===== config.mk =====
export PLATFORM = sky130hd
export DESIGN_NAME = trc_capbuf
export DESIGN_NICKNAME = d
export VERILOG_FILES = /design/src/rtl/trc_pkg.sv /design/src/rtl/trc_ram.sv /design/src/rtl/trc_engine.sv /design/src/rtl/trc_regif.sv /design/src/rtl/trc_capbuf.sv
export SDC_FILE = /design/constraint.sdc
export NUM_CORES = 1
export LEC_CHECK = 0
export BUFFER_PORTS_ARGS = -buffer_cell sky130_fd_sc_hd__buf_2
export CORE_MARGIN = 5
export CORE_UTILIZATION = 43
export CTS_CLUSTER_SIZE = 10
export DETAILED_ROUTE_END_ITERATION = 10
export HOLD_SLACK_MARGIN = 0.06
export PLACE_DENSITY = 0.62
export SYNTH_ARGS = -nofsm -noshare
export SYNTH_HDL_FRONTEND = slang
export SYNTH_HIERARCHICAL = 1
export SYNTH_SLANG_ARGS = --single-unit

===== constraint.sdc =====
create_clock -name clk -period 3.4 [get_ports clk]
set_input_delay 0.34 -clock clk [delete_from_list [all_inputs] [get_ports clk]]
set_output_delay 0.34 -clock clk [all_outputs]
set_load 0.005 [all_outputs]

===== src/rtl/trc_pkg.sv =====
package trc_pkg;
  localparam int BUS_W = 32;
  localparam int ADDR_W = 3;

  typedef enum logic [ADDR_W-1:0] {
    RA_CTRL  = 3'd0,
    RA_STAT  = 3'd1,
    RA_WPTR  = 3'd2,
    RA_RPTR  = 3'd3,
    RA_DATA  = 3'd4,
    RA_TCNT  = 3'd5,
    RA_DEPTH = 3'd6,
    RA_WIDTH = 3'd7
  } reg_addr_e;
endpackage


===== src/rtl/trc_ram.sv =====
module trc_ram #(
  parameter int DEPTH = 16,
  parameter int WIDTH = 24,
  localparam int AW = $clog2(DEPTH)
) (
  input  logic             clk,
  input  logic             wr_en,
  input  logic [AW-1:0]    wr_addr,
  input  logic [WIDTH-1:0] wr_data,
  input  logic [AW-1:0]    rd_addr,
  output logic [WIDTH-1:0] rd_data
);
  logic [WIDTH-1:0] mem [DEPTH];

  always_ff @(posedge clk) begin
    if (wr_en) mem[wr_addr] <= wr_data;
  end

  assign rd_data = mem[rd_addr];
endmodule


===== src/rtl/trc_engine.sv =====
module trc_engine
  import trc_pkg::*;
#(
  parameter int DEPTH = 16,
  parameter int WIDTH = 24,
  localparam int AW  = $clog2(DEPTH),
  localparam int TCW = $clog2(DEPTH + 1)
) (
  input  logic             clk,
  input  logic             rst_n,
  input  logic             en,
  input  logic             restart,
  input  logic             trc_vld,
  input  logic [WIDTH-1:0] trc_word,
  input  logic             trc_trig,
  input  logic             wptr_we,
  input  logic             tcnt_we,
  input  logic [BUS_W-1:0] wdata,
  output logic             wr_en,
  output logic [WIDTH-1:0] wr_data,
  output logic [AW-1:0]    wptr,
  output logic [TCW-1:0]   tcnt,
  output logic             full,
  output logic             trig,
  output logic             done,
  output logic             fmt_empty
);
  localparam logic [AW-1:0] LAST = AW'(DEPTH - 1);

  logic             active;
  logic             stg_vld, stg_vld_nx;
  logic [WIDTH-1:0] stg_data;
  logic [AW-1:0]    wptr_nx;
  logic [TCW-1:0]   tcnt_nx;
  logic             full_nx, trig_nx, done_nx;

  assign active    = en && !done;
  assign wr_en     = active && stg_vld;
  assign wr_data   = stg_data;
  assign fmt_empty = !stg_vld;

  always_comb begin
    stg_vld_nx = active && trc_vld;

    wptr_nx = wptr;
    if (wptr_we)    wptr_nx = wdata[AW-1:0];
    else if (wr_en) wptr_nx = (wptr == LAST) ? '0 : wptr + 1'b1;

    tcnt_nx = tcnt;
    if (tcnt_we)                               tcnt_nx = wdata[TCW-1:0];
    else if (trig && wr_en && tcnt != '0)      tcnt_nx = tcnt - 1'b1;

    full_nx = full;
    trig_nx = trig;
    done_nx = done;
    if (restart) begin
      full_nx = 1'b0;
      trig_nx = 1'b0;
      done_nx = 1'b0;
    end else begin
      if (wr_en && wptr == LAST) full_nx = 1'b1;
      if (active && trc_trig)    trig_nx = 1'b1;
      if (active) begin
        if (!trig && trc_trig && tcnt == '0)        done_nx = 1'b1;
        if (trig && tcnt == '0)                     done_nx = 1'b1;
        if (trig && wr_en && tcnt == TCW'(1))       done_nx = 1'b1;
      end
    end
  end

  always_ff @(posedge clk or negedge rst_n) begin
    if (!rst_n) begin
      stg_vld <= 1'b0;
      wptr    <= '0;
      tcnt    <= '0;
      full    <= 1'b0;
      trig    <= 1'b0;
      done    <= 1'b0;
    end else begin
      stg_vld <= stg_vld_nx;
      wptr    <= wptr_nx;
      tcnt    <= tcnt_nx;
      full    <= full_nx;
      trig    <= trig_nx;
      done    <= done_nx;
    end
  end

  always_ff @(posedge clk) begin
    if (stg_vld_nx) stg_data <= trc_word;
  end
endmodule


===== src/rtl/trc_regif.sv =====
module trc_regif
  import trc_pkg::*;
#(
  parameter int DEPTH  = 16,
  parameter int WIDTH  = 24,
  parameter int PORT_W = 8,
  localparam int AW  = $clog2(DEPTH),
  localparam int TCW = $clog2(DEPTH + 1)
) (
  input  logic              clk,
  input  logic              rst_n,
  input  logic              reg_wr,
  input  logic              reg_rd,
  input  logic [ADDR_W-1:0] reg_addr,
  input  logic [BUS_W-1:0]  reg_wdata,
  output logic [BUS_W-1:0]  reg_rdata,
  output logic              en,
  output logic              demux,
  output logic              restart,
  output logic              wptr_we,
  output logic              tcnt_we,
  output logic              data_re,
  output logic [AW-1:0]     rptr,
  input  logic [3:0]        status,
  input  logic [AW-1:0]     wptr,
  input  logic [TCW-1:0]    tcnt,
  input  logic [WIDTH-1:0]  ram_rdata
);
  localparam logic [AW-1:0] LAST = AW'(DEPTH - 1);

  logic          ctrl_we, rptr_we;
  logic          en_nx, demux_nx;
  logic [AW-1:0] rptr_nx;

  assign ctrl_we = reg_wr && (reg_addr == RA_CTRL);
  assign wptr_we = reg_wr && (reg_addr == RA_WPTR);
  assign rptr_we = reg_wr && (reg_addr == RA_RPTR);
  assign tcnt_we = reg_wr && (reg_addr == RA_TCNT);
  assign data_re = reg_rd && (reg_addr == RA_DATA);
  assign restart = ctrl_we && reg_wdata[0];

  generate
    if (PORT_W == 8) begin : g_demux_ok
      assign demux_nx = ctrl_we ? reg_wdata[1] : demux;
    end else begin : g_demux_off
      assign demux_nx = 1'b0;
    end
  endgenerate

  always_comb begin
    en_nx = ctrl_we ? reg_wdata[0] : en;
    rptr_nx = rptr;
    if (rptr_we)      rptr_nx = reg_wdata[AW-1:0];
    else if (data_re) rptr_nx = (rptr == LAST) ? '0 : rptr + 1'b1;
  end

  always_ff @(posedge clk or negedge rst_n) begin
    if (!rst_n) begin
      en    <= 1'b0;
      demux <= 1'b0;
      rptr  <= '0;
    end else begin
      en    <= en_nx;
      demux <= demux_nx;
      rptr  <= rptr_nx;
    end
  end

  always_comb begin
    case (reg_addr)
      RA_CTRL:  reg_rdata = {{(BUS_W-2){1'b0}}, demux, en};
      RA_STAT:  reg_rdata = {{(BUS_W-4){1'b0}}, status};
      RA_WPTR:  reg_rdata = BUS_W'(wptr);
      RA_RPTR:  reg_rdata = BUS_W'(rptr);
      RA_DATA:  reg_rdata = BUS_W'(ram_rdata);
      RA_TCNT:  reg_rdata = BUS_W'(tcnt);
      RA_DEPTH: reg_rdata = BUS_W'(DEPTH);
      default:  reg_rdata = BUS_W'(WIDTH);
    endcase
  end
endmodule


===== src/rtl/trc_capbuf.sv =====
module trc_capbuf
  import trc_pkg::*;
#(
  parameter int DEPTH  = 16,
  parameter int WIDTH  = 24,
  parameter int PORT_W = 8,
  localparam int AW  = $clog2(DEPTH),
  localparam int TCW = $clog2(DEPTH + 1)
) (
  input  logic              clk,
  input  logic              rst_n,
  input  logic              trc_vld,
  input  logic [WIDTH-1:0]  trc_word,
  input  logic              trc_trig,
  input  logic              reg_wr,
  input  logic              reg_rd,
  input  logic [ADDR_W-1:0] reg_addr,
  input  logic [BUS_W-1:0]  reg_wdata,
  output logic [BUS_W-1:0]  reg_rdata
);
  logic [1:0]       rst_sync;
  logic             rst_sn;
  logic             en, demux, restart, wptr_we, tcnt_we, data_re;
  logic             wr_en, full, trig, done, fmt_empty;
  logic [AW-1:0]    wptr, rptr;
  logic [TCW-1:0]   tcnt;
  logic [WIDTH-1:0] wr_data, ram_rdata;

  always_ff @(posedge clk or negedge rst_n) begin
    if (!rst_n) rst_sync <= 2'b00;
    else        rst_sync <= {rst_sync[0], 1'b1};
  end
  assign rst_sn = rst_sync[1];

  trc_regif #(.DEPTH(DEPTH), .WIDTH(WIDTH), .PORT_W(PORT_W)) u_regif (
    .clk(clk), .rst_n(rst_sn), .reg_wr(reg_wr), .reg_rd(reg_rd),
    .reg_addr(reg_addr), .reg_wdata(reg_wdata), .reg_rdata(reg_rdata),
    .en(en), .demux(demux), .restart(restart), .wptr_we(wptr_we),
    .tcnt_we(tcnt_we), .data_re(data_re), .rptr(rptr),
    .status({fmt_empty, done, trig, full}), .wptr(wptr), .tcnt(tcnt),
    .ram_rdata(ram_rdata)
  );

  trc_engine #(.DEPTH(DEPTH), .WIDTH(WIDTH)) u_engine (
    .clk(clk), .rst_n(rst_sn), .en(en), .restart(restart),
    .trc_vld(trc_vld), .trc_word(trc_word), .trc_trig(trc_trig),
    .wptr_we(wptr_we), .tcnt_we(tcnt_we), .wdata(reg_wdata),
    .wr_en(wr_en), .wr_data(wr_data), .wptr(wptr), .tcnt(tcnt),
    .full(full), .trig(trig), .done(done), .fmt_empty(fmt_empty)
  );

  trc_ram #(.DEPTH(DEPTH), .WIDTH(WIDTH)) u_ram (
    .clk(clk), .wr_en(wr_en), .wr_addr(wptr), .wr_data(wr_data),
    .rd_addr(rptr), .rd_data(ram_rdata)
  );
endmodule


==> metrics.csv <==
metric,value,unit
worst reg2reg endpoint,u_ram/mem[0][13],
Synth Area in Adders,0.298,%
final std cells w/o fill,1480,
Comb pwr share,20.9,%
final setup fails,0,
YS warnings,6,
crit share post-route,95.1,%
crit path time final,3230,ps
simple logic cell fraction of the synthesized area,4.26,%
initial core utilization,43.5,%
FF-to-FF path depth,5,
internal power,10.2,mW
Vias per Instance,5.61,
global-route wire length before repair,54.5,mm
crit path max fanout,16,
Root Driver,clkbuf_16,
antenna violations before repair,0,
I/O Buffers,61,
Clock Power Share,32.6,%
TritonCTS clock tree,built,
post-synthesis xor/xnor area fraction,0.0521,%
initial drt markers,785,
hpwl dp,18.8,mm
Syn Std Cell Area,0.0168,mm^2
status,"complete, no violations",
max incr delay on CP,850,ps
mux cell area share after synthesis,13.6,%
final instance area,0.0196,mm^2
clock slew at reported path FFs,60,ps
Vias,8297,
Startpoint Class,flop,
full die area,0.0432,mm^2
fmax,309,MHz
vias in the first global route,8636,
worst-skew pair later-pin latency,560,ps
Yosys top cell area share,72.9,%
combinational family with the most area after synthesis,multiplexers,
Placer Congestion,0.768,
top-level port count,97,
CTS H-Tree Depth,2,
Fin Hold WS,97.6,ps
setup_tns,0,ps
Reg-to-Reg Start,u_regif/en,
Net Sw Power,3.75,mW
post-synth top area cell,edfxtp_1,
cells along the critical path,and2_1 > a22oi_1 > nand2_1 > mux2_2 > a221oi_2 > a21oi_1 > buf_2,
Crit Path Class,reg2out,
Max Cap Violations,0,
Worst Skew,8.25,ps
worst slew margin relative to its limit,34.8,%
PwrDens,711,mW/mm^2
Placed Area,0.0179,mm^2
Leakage Power,6.49,nW
1st-pass router iterations,4,
synth unique cells,56,
synthesized flop and latch total,429,
GRT Total Usage,16.7,%
Synth area leaders,"edfxtp_1 (73%), mux4_2 (13%), dfrtp_1 (3.1%)",
total congestion overflow,0,
CP required,3060,ps
area grow syn2layout,16.8,%
fin nets,1017,
dpl cells,1380,
floorplan row count,72,
Max VDD drop,0.000458,V
Final Util,50.8,%
Num CTS Buffers,49,
Seq pwr share,46.4,%
DIE WIDTH,208,um
dominant synthesized flop cell,edfxtp_1,
share of post-route cells with drive strength above 1,29.5,%
Clock Sinks,429,
WL final,36.0,mm
worst path buffer plus inverter count,1,
R2R setup slack,840,ps
Post-Syn Area per Cell,20.7,um^2
largest net degree at the start of global routing,35,
"delay-heaviest family, CP",simple AND/OR/NAND/NOR gates,
Slew @ Worst Pin,978,ps
RSZ-0062 raised after global routing,false,
"Seq/Total Area, Yosys",76.0,%
Final Hold Vio Count,0,
"FFs w/ async S/R, synth",4.90,%
Net Sw Frac,26.8,%
Post-synth EDFFs,408,
residual DRC count,0,
Slew Limit Fails,0,
diode count,0,
Core Region,0.0386,mm^2
buffer levels on the longest clock path,3,
"top cells by count, synth","edfxtp_1 (408), mux4_2 (96), a22oi_1 (50), nand2_1 (32), nor2_1 (24)",
endpoint type of the worst setup path,primary output,
Mapped Cells,812,
top-count cell post-synth,edfxtp_1,
drt wl/cell,24.3,um
crit path DAT,2890,ps
compound-gate portion of the synthesized area,3.82,%
Slowest cell on crit path,and2_1,
Die Ht,208,um
post-route ant nets,0,
Hold Path Class,in2async,
CP startpoint,u_regif/rptr[2],
==> area by class of cell <==
| class | instances | area (um^2) |
|---|---|---|
| Timing Repair Buffer | 127 | 956 |
| Multi-Input combinational cell | 332 | 3870 |
| Tap cell | 518 | 648 |
| Clock buffer | 61 | 1320 |
| Fill cell | 3063 | 19000 |
| Inverter | 9 | 33.8 |
| Clock inverter | 4 | 20.0 |
| Sequential cell | 429 | 12800 |
==> layer usage <==
layer  share of wire, %  GRT usage [%]
met5                  0              0
met1                 44           23.1
met4                2.2           4.80
met3                5.6           3.23
met2                 49           27.3
==> flip-flops by register name, summed over array words and instances, names as in the netlist, 2 cells and up <==
| register | flops |
|---|---|
| u_engine/wr_data | 24 |
| u_engine/wptr | 4 |
| u_regif/rptr | 4 |
| rst_sync | 2 |
| u_ram/mem | 384 |
| u_engine/tcnt | 5 |
==> cell usage in the layout, fill, tap and decap left out, types with 2 or more instances in the layout <==
cell type,synthesis,final
nor4_1,2,2
conb_1,2,9
mux4_2,96,96
and2_1,22,22
nor2b_1,6,4
clkinv_1,0,3
dfrtp_4,0,2
a221oi_1,2,2
or4_1,2,2
inv_1,9,9
nor2_4,0,12
buf_4,11,30
nand3_1,4,4
dlygate4sd3_1,0,29
mux2_2,6,6
nand2b_1,4,4
a31oi_1,7,7
nand3b_1,5,5
and3_1,2,2
a22oi_1,50,50
nor2b_2,0,2
nor2_1,24,11
nor3_2,0,3
edfxtp_1,408,408
dfrtp_1,21,19
clkbuf_1,19,9
mux2i_1,6,6
clkbuf_16,0,51
and3b_1,2,2
buf_12,0,6
ha_1,4,4
nor3_1,6,2
a21oi_1,6,6
nor4b_4,2,2
nand2_1,32,32
buf_2,11,61
o21ai_0,8,8
==> power by group through the flow <==
| stage | registers [mW] | logic [mW] | clock network [mW] |
|---|---|---|---|
| after global placement | 6.64 | 2.78 | 0 |
| after CTS | 6.53 | 2.87 | 4.69 |
| after floorplan | 6.38 | 2.13 | 0 |
| final | 6.49 | 2.92 | 4.56 |
| after detailed placement | 6.66 | 2.80 | 0 |
| after global routing | 6.53 | 3.18 | 4.91 |
==> worst max path at each step <==
stage                       end  depth (start not counted)
2_1_floorplan  u_ram/mem[12][0]                          4
3_3_place_gp       reg_rdata[1]                          7
3_5_place_dp       reg_rdata[1]                          7
4_1_cts            reg_rdata[1]                          7
5_1_grt            reg_rdata[1]                          7
6_report           reg_rdata[1]                          7
==> cells by family after synthesis <==
kind of cell    after synthesis
compound gates               87
xor+xnor                      1
fa+ha+maj                     4
buf+inv                      58
flops                       429
mux                         108
other cells                   2
simple gates                123
==> per-stage QoR <==
stage / total power, mW / setup slack (ps)
2_1_floorplan: 8.51 / 328
4_1_cts: 14.1 / 76.3
3_3_place_gp: 9.42 / 624
6_report: 14.0 / 168
5_1_grt: 14.6 / 1.38
3_5_place_dp: 9.45 / 614
==> what timing repair did <==
| action | 4_1_cts | 5_1_grt |
|---|---|---|
| buffers inserted | 1 | 5 |
| cloned | 0 | 0 |
| setup endpoints to repair | 1 | 1 |
| endpoints found under the hold margin | 31 | 0 |
| gates resized for setup | 0 | 0 |
| hold buffers | 29 | 0 |
No activity file was read; power rests on OpenSTA's default activity.
